**config.mk**
```make
export PLATFORM = sky130hd
export DESIGN_NAME = hdx_tx_guard
export DESIGN_NICKNAME = d
export VERILOG_FILES = /design/src/rtl/hdx_guard_pkg.sv /design/src/rtl/hdx_frame_track.sv /design/src/rtl/hdx_defer_timer.sv /design/src/rtl/hdx_flag_bank.sv /design/src/rtl/hdx_tx_guard.sv
export SDC_FILE = /design/constraint.sdc
export NUM_CORES = 1
export LEC_CHECK = 0
export BUFFER_PORTS_ARGS = -buffer_cell sky130_fd_sc_hd__buf_4
export CORE_MARGIN = 2
export CORE_UTILIZATION = 48
export DETAILED_ROUTE_END_ITERATION = 8
export HOLD_SLACK_MARGIN = 0.05
export PLACE_DENSITY = 0.79
export SKIP_CTS_REPAIR_TIMING = 1
export SYNTH_ARGS = -nofsm -noshare
export SYNTH_HDL_FRONTEND = slang
export SYNTH_SLANG_ARGS = --single-unit
```
**constraint.sdc**
```tcl
create_clock -name clk -period 2.5 [get_ports clk]
set_input_delay 0.5 -clock clk [delete_from_list [all_inputs] [get_ports clk]]
set_output_delay 0.5 -clock clk [all_outputs]
set_load 0.01 [all_outputs]
```
**src/rtl/hdx_guard_pkg.sv**
```systemverilog
package hdx_guard_pkg;
   localparam int FLAG_N    = 4;
   localparam int IDX_DEFER = 0;
   localparam int IDX_NOCRS = 1;
   localparam int IDX_ABORT = 2;
   localparam int IDX_LATE  = 3;
   typedef logic [FLAG_N-1:0] flag_vec_t;
endpackage

```
**src/rtl/hdx_frame_track.sv**
```systemverilog
// Tracks one transmit attempt: nibble position, collision history, carrier.
module hdx_frame_track #(
   parameter int LATE_NIBBLES = 128,
   parameter int ABORT_LIMIT  = 16
) (
   input  logic clk,
   input  logic rst_n,
   input  logic half,
   input  logic tx_en,
   input  logic col,
   input  logic crs,
   output logic late_evt,
   output logic abort_evt,
   output logic nocrs_evt
);
   localparam int NW = $clog2(LATE_NIBBLES + 1);
   localparam int CW = $clog2(ABORT_LIMIT + 1);

   logic [NW-1:0] nib_cnt;
   logic [CW-1:0] coll_cnt;
   logic          tx_q;
   logic          col_seen;
   logic          frame_end;
   logic          abort_hit;

   assign frame_end = tx_q & ~tx_en;
   assign abort_hit = frame_end & col_seen & (coll_cnt == CW'(ABORT_LIMIT - 1));

   always_ff @(posedge clk or negedge rst_n) begin
      if (!rst_n) begin
         nib_cnt  <= '0;
         coll_cnt <= '0;
         tx_q     <= 1'b0;
         col_seen <= 1'b0;
      end else if (!half) begin
         nib_cnt  <= '0;
         coll_cnt <= '0;
         tx_q     <= 1'b0;
         col_seen <= 1'b0;
      end else begin
         tx_q <= tx_en;
         if (tx_en) begin
            if (nib_cnt != NW'(LATE_NIBBLES)) nib_cnt <= nib_cnt + 1'b1;
            if (col) col_seen <= 1'b1;
         end else begin
            nib_cnt <= '0;
         end
         if (frame_end) begin
            col_seen <= 1'b0;
            if (!col_seen || abort_hit) coll_cnt <= '0;
            else                        coll_cnt <= coll_cnt + 1'b1;
         end
      end
   end

   assign late_evt  = half & tx_en & col & (nib_cnt == NW'(LATE_NIBBLES));
   assign abort_evt = half & abort_hit;
   assign nocrs_evt = half & tx_en & ~crs;
endmodule

```
**src/rtl/hdx_defer_timer.sv**
```systemverilog
// Counts consecutive waiting cycles of a pending frame.
module hdx_defer_timer #(
   parameter int LIMIT = 8192
) (
   input  logic clk,
   input  logic rst_n,
   input  logic armed,
   input  logic pending,
   input  logic tx_en,
   output logic exceed_evt
);
   localparam int W = $clog2(LIMIT + 1);

   logic [W-1:0] cnt;
   logic         waiting;

   assign waiting = armed & pending & ~tx_en;

   always_ff @(posedge clk or negedge rst_n) begin
      if (!rst_n)                 cnt <= '0;
      else if (!waiting)          cnt <= '0;
      else if (cnt != W'(LIMIT))  cnt <= cnt + 1'b1;
   end

   assign exceed_evt = waiting & (cnt == W'(LIMIT - 1));
endmodule

```
**src/rtl/hdx_flag_bank.sv**
```systemverilog
// Sticky flags with write-one-to-clear; parameter picks set/clear priority.
module hdx_flag_bank #(
   parameter int N        = 4,
   parameter bit SET_WINS = 1'b1
) (
   input  logic         clk,
   input  logic         rst_n,
   input  logic [N-1:0] set_evt,
   input  logic [N-1:0] clr,
   output logic [N-1:0] flags
);
   for (genvar i = 0; i < N; i++) begin : g_bit
      if (SET_WINS) begin : g_set_first
         always_ff @(posedge clk or negedge rst_n) begin
            if (!rst_n) flags[i] <= 1'b0;
            else        flags[i] <= (flags[i] & ~clr[i]) | set_evt[i];
         end
      end else begin : g_clr_first
         always_ff @(posedge clk or negedge rst_n) begin
            if (!rst_n) flags[i] <= 1'b0;
            else        flags[i] <= (flags[i] | set_evt[i]) & ~clr[i];
         end
      end
   end
endmodule

```
**src/rtl/hdx_tx_guard.sv**
```systemverilog
module hdx_tx_guard
   import hdx_guard_pkg::*;
#(
   parameter int LATE_BYTES     = 64,
   parameter int NIB_PER_BYTE   = 2,
   parameter int ABORT_LIMIT    = 16,
   parameter int DEFER_LIMIT    = 8192,
   parameter bit SET_WINS       = 1'b1,
   parameter int STATUS_W       = 32,
   parameter int STATUS_LSB     = 19
) (
   input  logic                clk,
   input  logic                rst_n,
   input  logic                full_duplex,
   input  logic                no_defer,
   input  logic                tx_en,
   input  logic                col,
   input  logic                crs,
   input  logic                pending,
   input  logic                wr_en,
   input  logic [STATUS_W-1:0] wr_data,
   input  logic [FLAG_N-1:0]   irq_en,
   output logic [STATUS_W-1:0] status,
   output logic                frame_drop,
   output logic                tx_irq
);
   localparam int LATE_NIBBLES = LATE_BYTES * NIB_PER_BYTE;

   if (STATUS_LSB + FLAG_N > STATUS_W) begin : g_bad_field
      $error("hdx_tx_guard: flag field does not fit the status word");
   end
   if (ABORT_LIMIT < 2) begin : g_bad_abort
      $error("hdx_tx_guard: ABORT_LIMIT must be at least 2");
   end
   if (DEFER_LIMIT < 2) begin : g_bad_defer
      $error("hdx_tx_guard: DEFER_LIMIT must be at least 2");
   end
   if (LATE_NIBBLES < 1) begin : g_bad_late
      $error("hdx_tx_guard: late window must be positive");
   end

   logic      half;
   logic      late_evt, abort_evt, nocrs_evt, defer_evt;
   flag_vec_t set_vec, clr_vec, flags;

   assign half = ~full_duplex;

   hdx_frame_track #(
      .LATE_NIBBLES (LATE_NIBBLES),
      .ABORT_LIMIT  (ABORT_LIMIT)
   ) u_track (
      .clk       (clk),
      .rst_n     (rst_n),
      .half      (half),
      .tx_en     (tx_en),
      .col       (col),
      .crs       (crs),
      .late_evt  (late_evt),
      .abort_evt (abort_evt),
      .nocrs_evt (nocrs_evt)
   );

   hdx_defer_timer #(
      .LIMIT (DEFER_LIMIT)
   ) u_defer (
      .clk        (clk),
      .rst_n      (rst_n),
      .armed      (half & ~no_defer),
      .pending    (pending),
      .tx_en      (tx_en),
      .exceed_evt (defer_evt)
   );

   always_comb begin
      set_vec            = '0;
      set_vec[IDX_LATE]  = late_evt;
      set_vec[IDX_ABORT] = abort_evt;
      set_vec[IDX_NOCRS] = nocrs_evt;
      set_vec[IDX_DEFER] = defer_evt;
      clr_vec            = wr_en ? wr_data[STATUS_LSB +: FLAG_N] : '0;
   end

   hdx_flag_bank #(
      .N        (FLAG_N),
      .SET_WINS (SET_WINS)
   ) u_flags (
      .clk     (clk),
      .rst_n   (rst_n),
      .set_evt (set_vec),
      .clr     (clr_vec),
      .flags   (flags)
   );

   always_ff @(posedge clk or negedge rst_n) begin
      if (!rst_n) frame_drop <= 1'b0;
      else        frame_drop <= abort_evt;
   end

   always_comb begin
      status                      = '0;
      status[STATUS_LSB +: FLAG_N] = flags;
   end

   assign tx_irq = |(flags & irq_en);
endmodule

```
Word-level counts from Yosys, hierarchy flattened

Cells that the tools add are included.

Register bits after elaboration: 34

Add/sub/neg operators: 3
Eq/ne operators: 7
Mux-type cells: 14
Bitwise logic cells: 29
Reduce and logical (&&, ||, !) cells: 7

Operator list:

| cell                  | count |
|---|---|
| $mux 14               | 2 |
| $mux 8                | 3 |
| $and 1x1->1           | 16 |
| $mux 5                | 3 |
| $add 14x1->14 const B | 1 |
| $eq 14x13->1 const B  | 1 |
| $ne 14x14->1 const B  | 1 |
| $add 8x1->8 const B   | 1 |
| $eq 8x8->1 const B    | 1 |
| $ne 8x8->1 const B    | 1 |
| $not 1->1             | 8 |
| $reduce_bool 3->1     | 2 |
| $add 5x1->5 const B   | 1 |
| $eq 5x4->1 const B    | 1 |
| $mux 1                | 5 |
| $and 4x4->4           | 1 |
| $mux 4                | 1 |
| $or 1x1->1            | 4 |
| $reduce_or 4->1       | 1 |
| $ne 3x2->1 const B    | 1 |
| $ne 2x2->1 const B    | 1 |
| $reduce_and 2->1      | 1 |
| $reduce_bool 2->1     | 1 |
| $logic_not 1->1       | 1 |
| $logic_or 1x1->1      | 1 |

Logic depth before layout (Yosys ltp)

Depth in word-level cells: 8
Depth in mapped cells: 6
Mapped depth without buffers: 6

By module

A second synthesis with hierarchy kept.

Cell total of the unflattened synthesis: 216
Area total of the unflattened synthesis: 2030.7 µm²

Modules (own cells, without submodules):

| module          | times used | cells an instance | area each (µm²) | sequential area each (µm²) |
|---|---|---|---|---|
| hdx_frame_track | 1          | 86                | 800.8           | 375.4 |
| hdx_defer_timer | 1          | 79                | 794.5           | 350.3 |
| hdx_tx_guard    | 1          | 39                | 290.3           | 25.0 |
| hdx_flag_bank   | 1          | 12                | 145.1           | 100.1 |

Least setup slack after synthesis

OpenSTA, ideal clock, no wires.

Kind: reg-to-reg
Start point: register u_track.coll_cnt[0]
End point: register u_track.coll_cnt[3]
Arrival: 1.801 ns
Data required time: 2.417 ns
Path slack: 0.616 ns
Cell stages (with the launch flop): 7
Path buffers: 0
Cells stage by stage: dfrtp_1 > ha_1 > and3_1 > ha_1 > and4bb_2 > or4b_1 > o21ai_0

Longest elaborated chain between the ends: 6

RTL lines:

| element                                             | line                  | text |
|---|---|---|
| start, declared                                     | hdx_frame_track.sv:20 | `logic [CW-1:0] coll_cnt;` |
| start signal, assigned                              | hdx_frame_track.sv:51 | `else coll_cnt <= coll_cnt + 1'b1;` |
| branches (longest 3 deep; another with $add 5x1->5) | n/a                   |  |
| $mux 5 *                                            | hdx_frame_track.sv:50 | `if (!col_seen \|\| abort_hit) coll_cnt <= '0;` |
| $mux 5 *                                            | hdx_frame_track.sv:48 | `if (frame_end) begin` |
| $mux 5 *                                            | hdx_frame_track.sv:35 | `end else if (!half) begin` |

Mark *: on every way between the ends. The select of a mux whose other input is x is not followed.
A chain may end at the register's enable or synchronous reset.

Worst setup path after layout

Same ends and word-level chain as after synthesis.

==> impl_metrics.tcl <==
set metrics [dict create \
    status "completed" \
    synth_cells 213 \
    initial_utilization_pct 49.7 \
    maxSlewViolCount 0 \
    ctsRootBufferMaster "clkbuf_8" \
    r2r_slack_ns 0.49 \
    grt_overflow 0 \
    grt_max_degree 35 \
    vias_per_cell 5.31 \
    clk_pin_slew_ns 0.06 \
    yosysSeqAreaShare_pct 42.8 \
    cp.arrival_ns 2.21 \
    hold_viol_final 0 \
    max_freq_mhz 498 \
    cts_tree "done" \
    dp_cells 280 \
    synth_top_family_by_area "simple AND/OR/NAND/NOR gates" \
    setup-violations-final 0 \
    worstPathRequired_ns 2.70 \
    synthFlopType "dfrtp_1" \
    crit_path_start_kind "flip-flop" \
    p_leak_uw 0.000945 \
    worst_r2r_path_depth 6 \
    worstSetupPathType "flip-flop to flip-flop" \
    place_area_um2 2080 \
    ys_ff_latch 34 \
    final_cells 286 \
    rsz0062_at_grt "no" \
    fin_skew_ns 0.00379 \
    place.detailed.hpwl_um 2690 \
    die_h_um 68.3 \
    grt_usage_pct 18.4 \
    r2r-start "u_track.coll_cnt[0]" \
    design_area_um2 2160 \
    wirelength_um 3670 \
    insertion_delay_ns 0.28 \
    crit_path_end_kind "flip-flop" \
    die_area_um2 4670 \
    core-area_um2 4000 \
    synth-simple-area-share_pct 23.2 \
    cts_made_buffers 5 \
    dieWidth_um 68.3 \
    async_flop_share_pct 100 \
    antenna_cells 0 \
    synth_warnings 0 \
    place_ws_ns 0.503 \
    wl_per_cell_um 12.8 \
    period_minus_slack_ns 2.01 \
    ioPinCount 79 \
    post-route-period-util_pct 80.4 \
    io_buffers 22 \
    synth_adder_area_share_pct 3.78 \
    drv_cap 0 \
    slew_headroom_pct 56.2 \
    crit_path_max_fanout 5 \
    synth_cell_types 40 \
    finalWorstSetupSlack_ns 0.490 \
    min_path_type "primary input to asynchronous set/reset pin" \
    drtPass1Iterations 4 \
    core.rowCount 23 \
    drt_iter0_markers 176 \
    gp_congestion 0.876 \
    drc 0 \
    grt_pass1_vias 1409 \
    avgSynthCellArea_um2 9.33 \
    power_density_nw_per_um2 483 \
    muxShareOfSynthArea_pct 3.59 \
    clk_path_buf_depth 2 \
    whs_ns 0.155 \
    areaGrowthSynthToFinish_pct 8.88 \
    htreeDepth 2 \
    ir_worst_vdd_mv 0.362 \
    ant_nets 0 \
    vias 1518 \
    grt_pass1_wl_um 6380 \
    synth-edff-count 0 \
    cts_sinks 34 \
    syn_area_um2 1990 \
    nets 288 \
    nFillCells 369 \
    layout-drive-gt1-share_pct 13.6 \
    antenna_found_initial 0 \
    synth_xor_area_share_pct 1.76 \
    r2r-end "u_track.coll_cnt[3]" \
    setup_tns_ns 0 \
    synth_compound_area_share_pct 11.0 \
    tightest_slew_ns 0.656 \
]
==> cell type report <==
cell class / count / area [um2] / share of cell area [%]
multi-input cells: 164 / 965 / 44.6
repair buffers: 22 / 165 / 7.63
flip-flops and latches: 34 / 851 / 39.3
clock buffers: 6 / 82.6 / 3.82
well taps: 50 / 62.6 / 2.89
inverters: 10 / 37.5 / 1.74
==> layout by cell type, fill, tap and decap left out, types with 2 or more instances in the layout <==
cell type / n
dfrtp_1: 34
conb_1: 28
nand2_1: 24
buf_4: 22
a21oi_1: 14
nand3_1: 11
inv_1: 10
o21ai_0: 10
nor2_1: 8
nand2b_1: 7
or4_1: 6
mux2i_1: 6
or3_1: 6
ha_1: 6
clkbuf_8: 6
o31ai_1: 5
xor2_1: 4
nor4_1: 3
a22oi_1: 3
nor3_1: 2
or4b_1: 2
nand4_1: 2
nor4b_1: 2
==> cells by family after synthesis <==
logic type | count (synthesis)
buf+inv | 42
other cells | 1
simple gates | 82
mux | 7
flops | 34
xor+xnor | 4
fa+ha+maj | 6
compound gates | 37
==> critical path: stages, from the launching register on <==
cell and delay (ns):
dfrtp_1 0.40, ha_1 0.23, and3_1 0.19, ha_1 0.22, and4bb_2 0.37, or4b_1 0.43, o21ai_0 0.08
==> metrics by stage <==
step                      utilization (%)  power [uW]
after floorplan                         -         649
after global placement               52.0         658
after detailed placement             52.0         660
after CTS                            54.1        1060
after global routing                 54.1        1090
final                                54.1        1040
==> state kept, by name, indices dropped and copies added (netlist names) <==
register / flops
frame_drop: 1
u_track.coll_cnt: 5
u_track.col_seen: 1
u_track.tx_q: 1
u_flags.flags: 4
u_track.nib_cnt: 8
u_defer.cnt: 14
==> Yosys cell counts, types with 3 or more instances <==
library cell	number	share of area [%]
a21oi_1	14	3.5
nand2b_1	7	2.2
dfrtp_1	34	43
o21ai_0	10	2.5
mux2i_1	6	3.0
xor2_1	4	1.8
nand3_1	11	2.8
a22oi_1	3	1.1
ha_1	6	3.8
inv_1	10	1.9
or4_1	6	2.3
o31ai_1	5	1.9
nor2_1	8	1.5
nor4_1	3	0.94
or3_1	6	1.9
nand2_1	24	4.5
buf_4	28	11
==> worst max-delay path by stage <==
stage | start | endpoint | cells after the start
finish | u_track.coll_cnt[0] | u_track.coll_cnt[3] | 6
global placement | u_track.coll_cnt[0] | u_track.coll_cnt[3] | 6
detailed placement | u_track.coll_cnt[0] | u_track.coll_cnt[3] | 6
floorplan | u_track.coll_cnt[0] | u_track.coll_cnt[3] | 6
CTS | u_track.coll_cnt[0] | u_track.coll_cnt[3] | 6
global route | u_track.coll_cnt[0] | u_track.coll_cnt[3] | 6
==> routing by layer <==
layer | GRT usage [%] | vias up | routed length [um]
li1 | - | 746 | -
met5 | 0 | - | 0
met1 | 24.3 | 741 | 1630
met3 | 3.95 | 5 | 135
met4 | 7.50 | 0 | 57
met2 | 29.5 | 26 | 1840
==> power breakdown <==
part	total [uW]	switching, uW	internal, uW
combinational	84.2	53.8	30.3
clock	396	183	212
sequential	565	7.95	557
Note: power is estimated with default switching activity, not from simulation.
